File: config.mk
export PLATFORM = sky130hd
export DESIGN_NAME = cmdq_parser
export DESIGN_NICKNAME = d
export VERILOG_FILES = /design/src/rtl/cmdq_pkg.sv /design/src/rtl/cmdq_fifo.sv /design/src/rtl/cmdq_irq.sv /design/src/rtl/cmdq_parser.sv
export SDC_FILE = /design/constraint.sdc
export NUM_CORES = 1
export LEC_CHECK = 0
export BUFFER_PORTS_ARGS = -buffer_cell sky130_fd_sc_hd__buf_2
export CAP_MARGIN = 30
export CORE_ASPECT_RATIO = 0.7
export CORE_MARGIN = 2
export CORE_UTILIZATION = 40
export CTS_CLUSTER_SIZE = 25
export DETAILED_ROUTE_END_ITERATION = 7
export SYNTH_ARGS = -nofsm -noshare
export SYNTH_HDL_FRONTEND = slang
export SYNTH_SLANG_ARGS = --single-unit
export TNS_END_PERCENT = 5
File: constraint.sdc
create_clock -name clk -period 5.5 [get_ports clk]
set_input_delay 0.275 -clock clk [delete_from_list [all_inputs] [get_ports clk]]
set_output_delay 0.275 -clock clk [all_outputs]
set_load 0.02 [all_outputs]
File: src/rtl/cmdq_pkg.sv
package cmdq_pkg;
   localparam int WORD_W  = 32;
   localparam int OPC_LSB = 26;
   localparam int NUM_INT = 3;
   localparam int INT_DONE  = 0;
   localparam int INT_BADOP = 1;
   localparam int INT_OVF   = 2;

   typedef enum logic [5:0] {
      OP_BLKGO    = 6'h0E,
      OP_XFER_SET = 6'h10,
      OP_XFER_END = 6'h11,
      OP_TABLE    = 6'h15,
      OP_MOVE     = 6'h22
   } op_e;
endpackage

File: src/rtl/cmdq_fifo.sv
module cmdq_fifo #(
   parameter int DEPTH = 5,
   parameter int W     = 32
) (
   input  logic         clk,
   input  logic         rst_n,
   input  logic         push_req,
   input  logic [W-1:0] push_data,
   input  logic         pop,
   output logic [W-1:0] head,
   output logic         empty,
   output logic         drop
);
   localparam int PW = (DEPTH > 1) ? $clog2(DEPTH) : 1;
   localparam int CW = $clog2(DEPTH + 1);
   localparam bit POW2 = ((DEPTH & (DEPTH - 1)) == 0);

   logic [W-1:0]  mem [DEPTH];
   logic [PW-1:0] wp, rp, wp_nxt, rp_nxt;
   logic [CW-1:0] cnt;
   logic          full, accept;

   generate
      if (POW2) begin : g_pow2
         assign wp_nxt = wp + PW'(1);
         assign rp_nxt = rp + PW'(1);
      end else begin : g_wrap
         assign wp_nxt = (wp == PW'(DEPTH - 1)) ? '0 : wp + PW'(1);
         assign rp_nxt = (rp == PW'(DEPTH - 1)) ? '0 : rp + PW'(1);
      end
   endgenerate

   assign full   = (cnt == CW'(DEPTH));
   assign empty  = (cnt == '0);
   assign accept = push_req && !full;
   assign drop   = push_req && full;
   assign head   = mem[rp];

   always_ff @(posedge clk or negedge rst_n) begin
      if (!rst_n) begin
         wp  <= '0;
         rp  <= '0;
         cnt <= '0;
      end else begin
         if (accept) wp <= wp_nxt;
         if (pop)    rp <= rp_nxt;
         cnt <= cnt + CW'(accept) - CW'(pop);
      end
   end

   always_ff @(posedge clk) begin
      if (accept) mem[wp] <= push_data;
   end
endmodule

File: src/rtl/cmdq_irq.sv
module cmdq_irq #(
   parameter int N = 3
) (
   input  logic         clk,
   input  logic         rst_n,
   input  logic [N-1:0] set,
   input  logic [N-1:0] clr,
   output logic [N-1:0] flags,
   output logic         irq
);
   for (genvar i = 0; i < N; i++) begin : g_bit
      logic f;
      always_ff @(posedge clk or negedge rst_n) begin
         if (!rst_n) f <= 1'b0;
         else        f <= set[i] | (f & ~clr[i]);
      end
      assign flags[i] = f;
   end
   assign irq = |flags;
endmodule

File: src/rtl/cmdq_parser.sv
module cmdq_parser
   import cmdq_pkg::*;
#(
   parameter int DEPTH = 5,
   parameter int BLK_W = 12
) (
   input  logic             clk,
   input  logic             rst_n,
   input  logic             cmd_wr,
   input  logic [31:0]      cmd_data,
   input  logic [2:0]       int_clr,
   output logic             eng_req,
   output logic [BLK_W:0]   eng_blocks,
   input  logic             eng_done,
   output logic [31:0]      src_addr,
   output logic             mv_req,
   output logic             mv_to_ext,
   output logic [11:0]      mv_words,
   output logic [31:0]      mv_addr,
   input  logic             mv_done,
   output logic             tbl_load,
   output logic [1:0]       tbl_sel,
   output logic             tbl_internal,
   output logic             tbl_key,
   output logic [2:0]       tbl_slot,
   output logic [2:0]       status,
   output logic [2:0]       int_flags,
   output logic             irq
);
   generate
      if (DEPTH < 2) begin : g_bad_depth
         $error("cmdq_parser: DEPTH must be at least 2");
      end
      if (BLK_W < 1 || BLK_W > OPC_LSB) begin : g_bad_blk
         $error("cmdq_parser: BLK_W must lie in 1..26");
      end
   endgenerate

   logic [WORD_W-1:0] hd;
   logic              q_empty, q_drop, pop;
   logic              eng_busy, dma_busy;
   logic              want_opnd, opnd_move;
   logic              do_start, do_end, do_tbl, do_mvop, do_setop, do_opnd, bad;
   logic [NUM_INT-1:0] int_set;
   logic [5:0]        hd_opc;

   cmdq_fifo #(.DEPTH(DEPTH), .W(WORD_W)) u_fifo (
      .clk(clk), .rst_n(rst_n),
      .push_req(cmd_wr), .push_data(cmd_data), .pop(pop),
      .head(hd), .empty(q_empty), .drop(q_drop)
   );

   assign hd_opc = hd[WORD_W-1:OPC_LSB];

   always_comb begin
      pop = 1'b0; do_start = 1'b0; do_end = 1'b0; do_tbl = 1'b0;
      do_mvop = 1'b0; do_setop = 1'b0; do_opnd = 1'b0; bad = 1'b0;
      if (!q_empty) begin
         if (want_opnd) begin
            pop = 1'b1; do_opnd = 1'b1;
         end else begin
            case (hd_opc)
               OP_XFER_SET: begin pop = 1'b1; do_setop = 1'b1; end
               OP_BLKGO:    if (!eng_busy) begin pop = 1'b1; do_start = 1'b1; end
               OP_XFER_END: if (!eng_busy && !dma_busy) begin pop = 1'b1; do_end = 1'b1; end
               OP_TABLE:    if (!dma_busy) begin pop = 1'b1; do_tbl = 1'b1; end
               OP_MOVE:     if (!dma_busy) begin pop = 1'b1; do_mvop = 1'b1; end
               default:     begin pop = 1'b1; bad = 1'b1; end
            endcase
         end
      end
   end

   always_ff @(posedge clk or negedge rst_n) begin
      if (!rst_n) begin
         want_opnd    <= 1'b0;
         opnd_move    <= 1'b0;
         eng_busy     <= 1'b0;
         dma_busy     <= 1'b0;
         eng_blocks   <= '0;
         src_addr     <= '0;
         mv_to_ext    <= 1'b0;
         mv_words     <= '0;
         mv_addr      <= '0;
         tbl_load     <= 1'b0;
         tbl_sel      <= '0;
         tbl_internal <= 1'b0;
         tbl_key      <= 1'b0;
         tbl_slot     <= '0;
      end else begin
         tbl_load <= do_tbl;
         if (do_setop || do_mvop) begin
            want_opnd <= 1'b1;
            opnd_move <= do_mvop;
         end else if (do_opnd) begin
            want_opnd <= 1'b0;
         end
         if (do_opnd && !opnd_move) src_addr <= hd;
         if (do_opnd && opnd_move)  mv_addr  <= hd;
         if (do_mvop) begin
            mv_to_ext <= hd[25];
            mv_words  <= hd[23:12];
         end
         if (do_start) eng_blocks <= {1'b0, hd[BLK_W-1:0]} + (BLK_W+1)'(1);
         if (do_tbl) begin
            tbl_sel      <= hd[25:24];
            tbl_internal <= hd[23];
            tbl_key      <= hd[20];
            tbl_slot     <= hd[19:17];
         end
         if (do_start)      eng_busy <= 1'b1;
         else if (eng_done) eng_busy <= 1'b0;
         if (do_opnd && opnd_move) dma_busy <= 1'b1;
         else if (mv_done)         dma_busy <= 1'b0;
      end
   end

   always_comb begin
      int_set            = '0;
      int_set[INT_DONE]  = do_end;
      int_set[INT_BADOP] = bad;
      int_set[INT_OVF]   = q_drop;
   end

   cmdq_irq #(.N(NUM_INT)) u_irq (
      .clk(clk), .rst_n(rst_n), .set(int_set), .clr(int_clr),
      .flags(int_flags), .irq(irq)
   );

   assign eng_req = eng_busy;
   assign mv_req  = dma_busy;
   assign status  = {dma_busy, q_empty, eng_busy};
endmodule

After elaboration in Yosys (flattened, before gate mapping)
Memory sizes are Yosys's and may differ from the RTL's.
Cells that the tools add are included.
{ "totals": {"reg_bits": 114, "ramBits": 160, "input_bits": 40, "out_inout_bits": 107, "wordCells": 96, "n_memories": 1} }
{ "memory_table": {"columns": ["name", "words", "width", "read_ports", "rd_ports_with_merged_regs", "write_ports", "line", "text"], "rows": [
  ["u_fifo.mem", 5, 32, 1, 0, 1, "cmdq_fifo.sv:18", "logic [W-1:0] mem [DEPTH];"]
]} }
{ "op_classes": {"addsub": 5, "n_eq_ne": 8, "mux": 36, "bitwise": 9, "n_reduce_logical": 17} }
{ "op_table": {"columns": ["op", "n"], "rows": [
  ["$mux 1", 33],
  ["$eq 6x5->1 const B", 3],
  ["$add 12x1->13 const B", 1],
  ["$eq 3x3->1 const B", 3],
  ["$add 3x1->3 const B", 2],
  ["$eq 6x4->1 const B", 1],
  ["$eq 6x6->1 const B", 1],
  ["$mux 3", 2],
  ["$reduce_bool 2->1", 3],
  ["$logic_and 1x1->1", 5],
  ["$reduce_or 5->1", 1],
  ["$logic_not 1->1", 4],
  ["$add 3x1->3", 1],
  ["$and 1x1->1", 3],
  ["$logic_not 3->1", 1],
  ["$not 1->1", 3],
  ["$or 1x1->1", 3],
  ["$pmux 1 s3", 1],
  ["$reduce_or 3->1", 1],
  ["$sub 3x1->3", 1],
  ["$reduce_or 2->1", 1],
  ["$logic_or 1x1->1", 1]
]} }

Longest topological paths before layout
{ "depth": {"word_depth": 7, "ltp_mapped": 14} }

By module
A second synthesis with hierarchy kept.
{ "hier_totals": {"cells_unflattened": 699, "hier_area_um2": 11342.1} }
{ "modules_own_cells": {"columns": ["module", "instances", "cells_each", "area_each_um2", "seq_area_each_um2"], "rows": [
  ["cmdq_fifo", 1, 392, 7034.2, 5029.8],
  ["cmdq_parser", 1, 294, 4169.0, 2552.4],
  ["cmdq_irq", 1, 13, 138.9, 75.1]
]} }

Worst setup path after synthesis
Ideal clock, no wire load.
{ "synth_timing": {"path_type": "register to register", "startpoint": "register u_fifo.cnt[1]", "endpoint": "memory u_fifo.mem[4][0], enable pin", "setup_ps": 513, "t_arrival_ps": 4016, "required_time_ps": 4987, "path_slack_ps": 972, "path_stages_with_launch": 5, "cell_sequence": "dfrtp_1 > inv_1 > nand3_1 > nand2_1 > nor4b_1"} }
{ "synth_via": {"elab_chain_len": 5} }
{ "synth_lines": {"columns": ["element", "line", "text"], "rows": [
  ["start: declaration", "cmdq_fifo.sv:20", "logic [CW-1:0] cnt;"],
  ["start signal: assignment", "cmdq_fifo.sv:47", "cnt <= cnt + CW'(accept) - CW'(pop);"],
  ["$eq 3x3->1", "cmdq_fifo.sv:33", "assign full = (cnt == CW'(DEPTH));"],
  ["$logic_not 1->1", "cmdq_fifo.sv:35", "assign accept = push_req && !full;"],
  ["$logic_and 1x1->1", "cmdq_fifo.sv:35", null],
  ["$mux 1", "cmdq_fifo.sv:52", "if (accept) mem[wp] <= push_data;"],
  ["$mux 1 (implied by the code)", "cmdq_fifo.sv:52", null],
  ["end: declaration", "cmdq_fifo.sv:18", null]
]} }
Every way passes these cells.

Worst setup path in the final report
{ "layout_timing": {"startpoint": "register u_fifo.rp[2]", "endpoint": "register u_fifo.cnt[2]"} }
{ "layout_via": {"elab_chain_len": 7} }
{ "layout_lines": {"columns": ["element", "line", "text"], "rows": [
  ["start: declaration", "cmdq_fifo.sv:19", "logic [PW-1:0] wp, rp, wp_nxt, rp_nxt;"],
  ["start signal: assignment", "cmdq_fifo.sv:46", "if (pop) rp <= rp_nxt;"],
  ["$mem_v2 5x32 *", null, null],
  ["$eq 6x6->1 or $eq 6x5->1 (tied branches)", "cmdq_parser.sv:62", "case (hd_opc)"],
  ["$reduce_or 2->1 (no source line)", null, null],
  ["$pmux 1 s3 *", "cmdq_parser.sv:62", null],
  ["$mux 1 *", "cmdq_parser.sv:59", "if (want_opnd) begin"],
  ["$mux 1 *", "cmdq_parser.sv:58", "if (!q_empty) begin"],
  ["net pop", "cmdq_parser.sv:40", "logic q_empty, q_drop, pop;"],
  ["$sub 3x1->3 *", "cmdq_fifo.sv:47", null]
]} }
The timed path passes the listed nets; every way through them passes the cells marked *.
A chain may end at the register's enable or synchronous reset.

==> qor.csv <==
stage,metric,value,unit
timing,Final setup viols,0,
logic_synthesis,net count after synthesis,755,
min_path,Worst Hold Class,in -> async,
finish,area occupied by multi-input gates,0.002745,mm^2
logic_synthesis,number of synthesized flops with an enable pin,160,
logic_synthesis,synth top area cells,"edfxtp_1 45%, dfrtp_1 26%, mux4_2 5.4%",
timing,FMAX,0.2740,GHz
timing,clk_skew,0.01767,ns
finish,register area,0.007660,mm^2
clocking,clock buffer depth,3,
placed_design,pre-CTS setup slack,1.839,ns
placed_design,gpl congestion,0.7923,
finish,Ant. Diodes,0,
clocking,clock slew at reported path FFs,0.06,ns
drt,drt drc,0,
logic_synthesis,yosys warns,0,
placed_design,# port buffers,146,
global_routing,Total Routing Usage GR,17.41,%
logic_synthesis,Yosys reg bits,274,
logic_synthesis,fraction of the yosys area taken by sequential cells,71.08,%
drt,total number of vias,6264,
floorplanning,io pins,147,
floorplanning,die span in x,200.2,um
logic_synthesis,syn avg cell area,15.24,um^2
setup_path,R2R Setup Slk,1.85,ns
logic_synthesis,synth unique cells,57,
setup_path,R2R cell count,12,
logic_synthesis,Post-synth ARST share,41.61,%
drt,WL/cell,18.91,um
finish,Nets,946,
logic_synthesis,Synth Flop Type,edfxtp_1,
clocking,H-tree lvl count,1,
drt,final wirelength,24.28,mm
power_and_ir_drop,pwr dens,552.8,mW/mm^2
clocking,CTS tree,yes,
setup_path,Reg2Reg Capture Point,u_fifo.cnt[2],
setup_path,critical-path maximum fanout,16,
timing,RSZ-0062 raised after global routing,false,
finish,"commonest non-fill, non-tap cell in the layout",edfxtp_1,
clocking,root buffer cell,clkbuf_16,
floorplanning,num rows,50,
drt,total iterations of the first detailed-routing run,5,
clocking,Worst-Skew Late Latency,0.53,ns
finish,Layout area overhead,21.96,%
timing,fin worst setup slack,1.850,ns
placed_design,Post-DP HPWL,16.48,mm
power_and_ir_drop,maximum vdd drop,0.0002509,V
floorplanning,die area,0.02828,mm^2
global_routing,grt ovf,0,
finish,"commonest non-fill, non-tap cells in the layout","160 x edfxtp_1, 145 x buf_2, 112 x dfrtp_1",
setup_path,data arrival time of the critical path,4.11,ns
logic_synthesis,Post-Syn Area,0.01077,mm^2
timing,final setup TNS,0,ns
timing,crit path time final,3.650,ns
drt,post-route ant nets,0,
timing,Worst Max-Slew Pin Slew,0.8960,ns
timing,fin. max-slew vios,0,
drt,Initial DRC Count,404,
clocking,TritonCTS Buffers,28,
job,Max-cap violations,0,
finish,layout cell share with drive strength beyond 1,27.28,%
power_and_ir_drop,Pleak,0.005518,uW
timing,Final period util,66.37,%
global_routing,number of global-route vias before repair,6280,
global_routing,global-route wire length before repair,38.10,mm
logic_synthesis,Synth area leader,edfxtp_1,
floorplanning,core box area,0.02659,mm^2
power_and_ir_drop,power consumption,7263,uW
setup_path,nature of the critical path startpoint,register,
logic_synthesis,Synth top area share,44.60,%
finish,# fillers,2289,
drt,Vias per Instance,4.879,
clocking,Post-CTS Setup Inserts,0,
timing,Worst slew margin,38.56,%
clocking,clock sinks,274,
setup_path,Crit Path Class,reg -> reg,
setup_path,Critical Path Sink Type,register,
logic_synthesis,synthesized instance count,707,
global_routing,initial antenna violation count,1,
global_routing,largest net degree at the start of global routing,59,
floorplanning,Starting Density,40.52,%
timing,final hold vios,0,
setup_path,worst r2r src,u_fifo.rp[2],
setup_path,Critical Path RT,5.96,ns
floorplanning,Die Y,141.3,um
outcome,status,completed,
-- worst max-delay path by stage --
stage	start	end	depth (start not counted)
finish	u_fifo.rp[2]	u_fifo.cnt[2]	12
global route	u_fifo.rp[2]	u_fifo.cnt[2]	12
CTS	u_fifo.rp[2]	u_fifo.cnt[2]	12
detailed placement	u_fifo.rp[2]	u_fifo.cnt[2]	12
global placement	u_fifo.rp[2]	u_fifo.cnt[2]	12
floorplan	u_fifo.cnt[1]	u_fifo.mem[4][0]	4
-- routing by layer --
metal	GRT usage (%)	vias to the layer above	part of all wire [%]
li1	-	2965	-
met1	28.08	3119	52
met2	24.67	151	42
met3	3.078	27	5.0
met4	3.181	2	1.4
met5	0	-	0.066
-- worst max-delay path, stage by stage, from the launching register on --
cell and delay (ns):
dfrtp_1 0.50, inv_1 0.59, a311oi_1 0.19, buf_4 0.23, or4_1 0.51, a21o_1 0.21, a31oi_4 0.26, ha_1 0.17
inv_1 0.04, ha_1 0.18, fa_1 0.38, xnor2_1 0.18, xnor2_1 0.13
-- sequential cells by signal, summed over array words and instances, names as in the netlist, 2 cells and up --
register       count
tbl_slot           3
u_fifo.mem       160
u_fifo.wp          3
src_addr          32
tbl_sel            2
mv_words          12
u_fifo.rp          3
eng_blocks        13
u_fifo.cnt         3
u_irq.g_bit.f      3
mv_addr           32
-- power by group --
group	switching [uW]	total, uW	internal (uW)
sequential	274	2960	2690
combinational	1580	2480	903
clock	754	1820	1070
total	2600	7260	4660
-- area by class of cell --
type / count / area share [%]
inverters: 34 / 0.9713
well taps: 364 / 3.466
clock buffers: 41 / 6.180
clock inverters: 11 / 0.6285
repair buffers: 199 / 9.561
flip-flops and latches: 274 / 58.30
multi-input cells: 361 / 20.89
-- cell families (layout without fill, tap and decap cells) --
family                     after synthesis  after routing  synth area share, %
AOI/OAI and AO/OA                      115            115                6.330
xor gates and xnor gates                11             11               0.8943
adders and majority gates                8              8               0.9988
buffers and inverters                   72            285                3.833
DFF                                    274            274                71.08
muxes                                   81             81                10.67
and+or+nand+nor                        146            146                6.190
-- timing repair --
| item | in CTS | in global routing |
|---|---|---|
| hold buffers | 39 | 0 |
| endpoints found under the setup margin | 0 | 0 |
| gates resized for setup | 0 | 0 |
| endpoints found under the hold margin | 216 | 0 |
-- cells in the mapped netlist, types with 2 or more instances --
cell type,number
ha_1,7
nor2_1,13
clkbuf_8,4
clkbuf_1,13
nor4_1,4
xnor2_1,5
nand3b_1,2
nand2b_1,2
o21ai_1,11
a21oi_1,4
buf_4,7
mux2_2,3
nor3_1,5
o22ai_1,2
a2111oi_2,2
o32ai_1,2
or2_2,2
xor2_1,6
buf_6,7
o31ai_1,2
o21ai_0,77
mux4_2,26
buf_2,6
a22oi_1,2
nand4b_1,2
dfrtp_1,114
edfxtp_1,160
mux2_4,2
a21o_1,2
nand3_1,8
or3_1,2
nor2b_1,2
inv_1,34
a211oi_1,2
o2bb2ai_1,2
and3_1,2
mux2i_1,50
nand2_1,92
-- per-stage QoR --
step,hold slack [ns],cells,utilization [%],area (um^2)
2_1_floorplan,-0.02059,707,-,10770
3_3_place_gp,0.3832,1191,44.42,11810
3_5_place_dp,0.3864,1193,44.58,11850
4_1_cts,0.3646,1284,49.42,13140
5_1_grt,0.4314,1284,49.42,13140
6_report,0.3565,1284,49.42,13140
No activity file was read; power rests on OpenSTA's default activity.
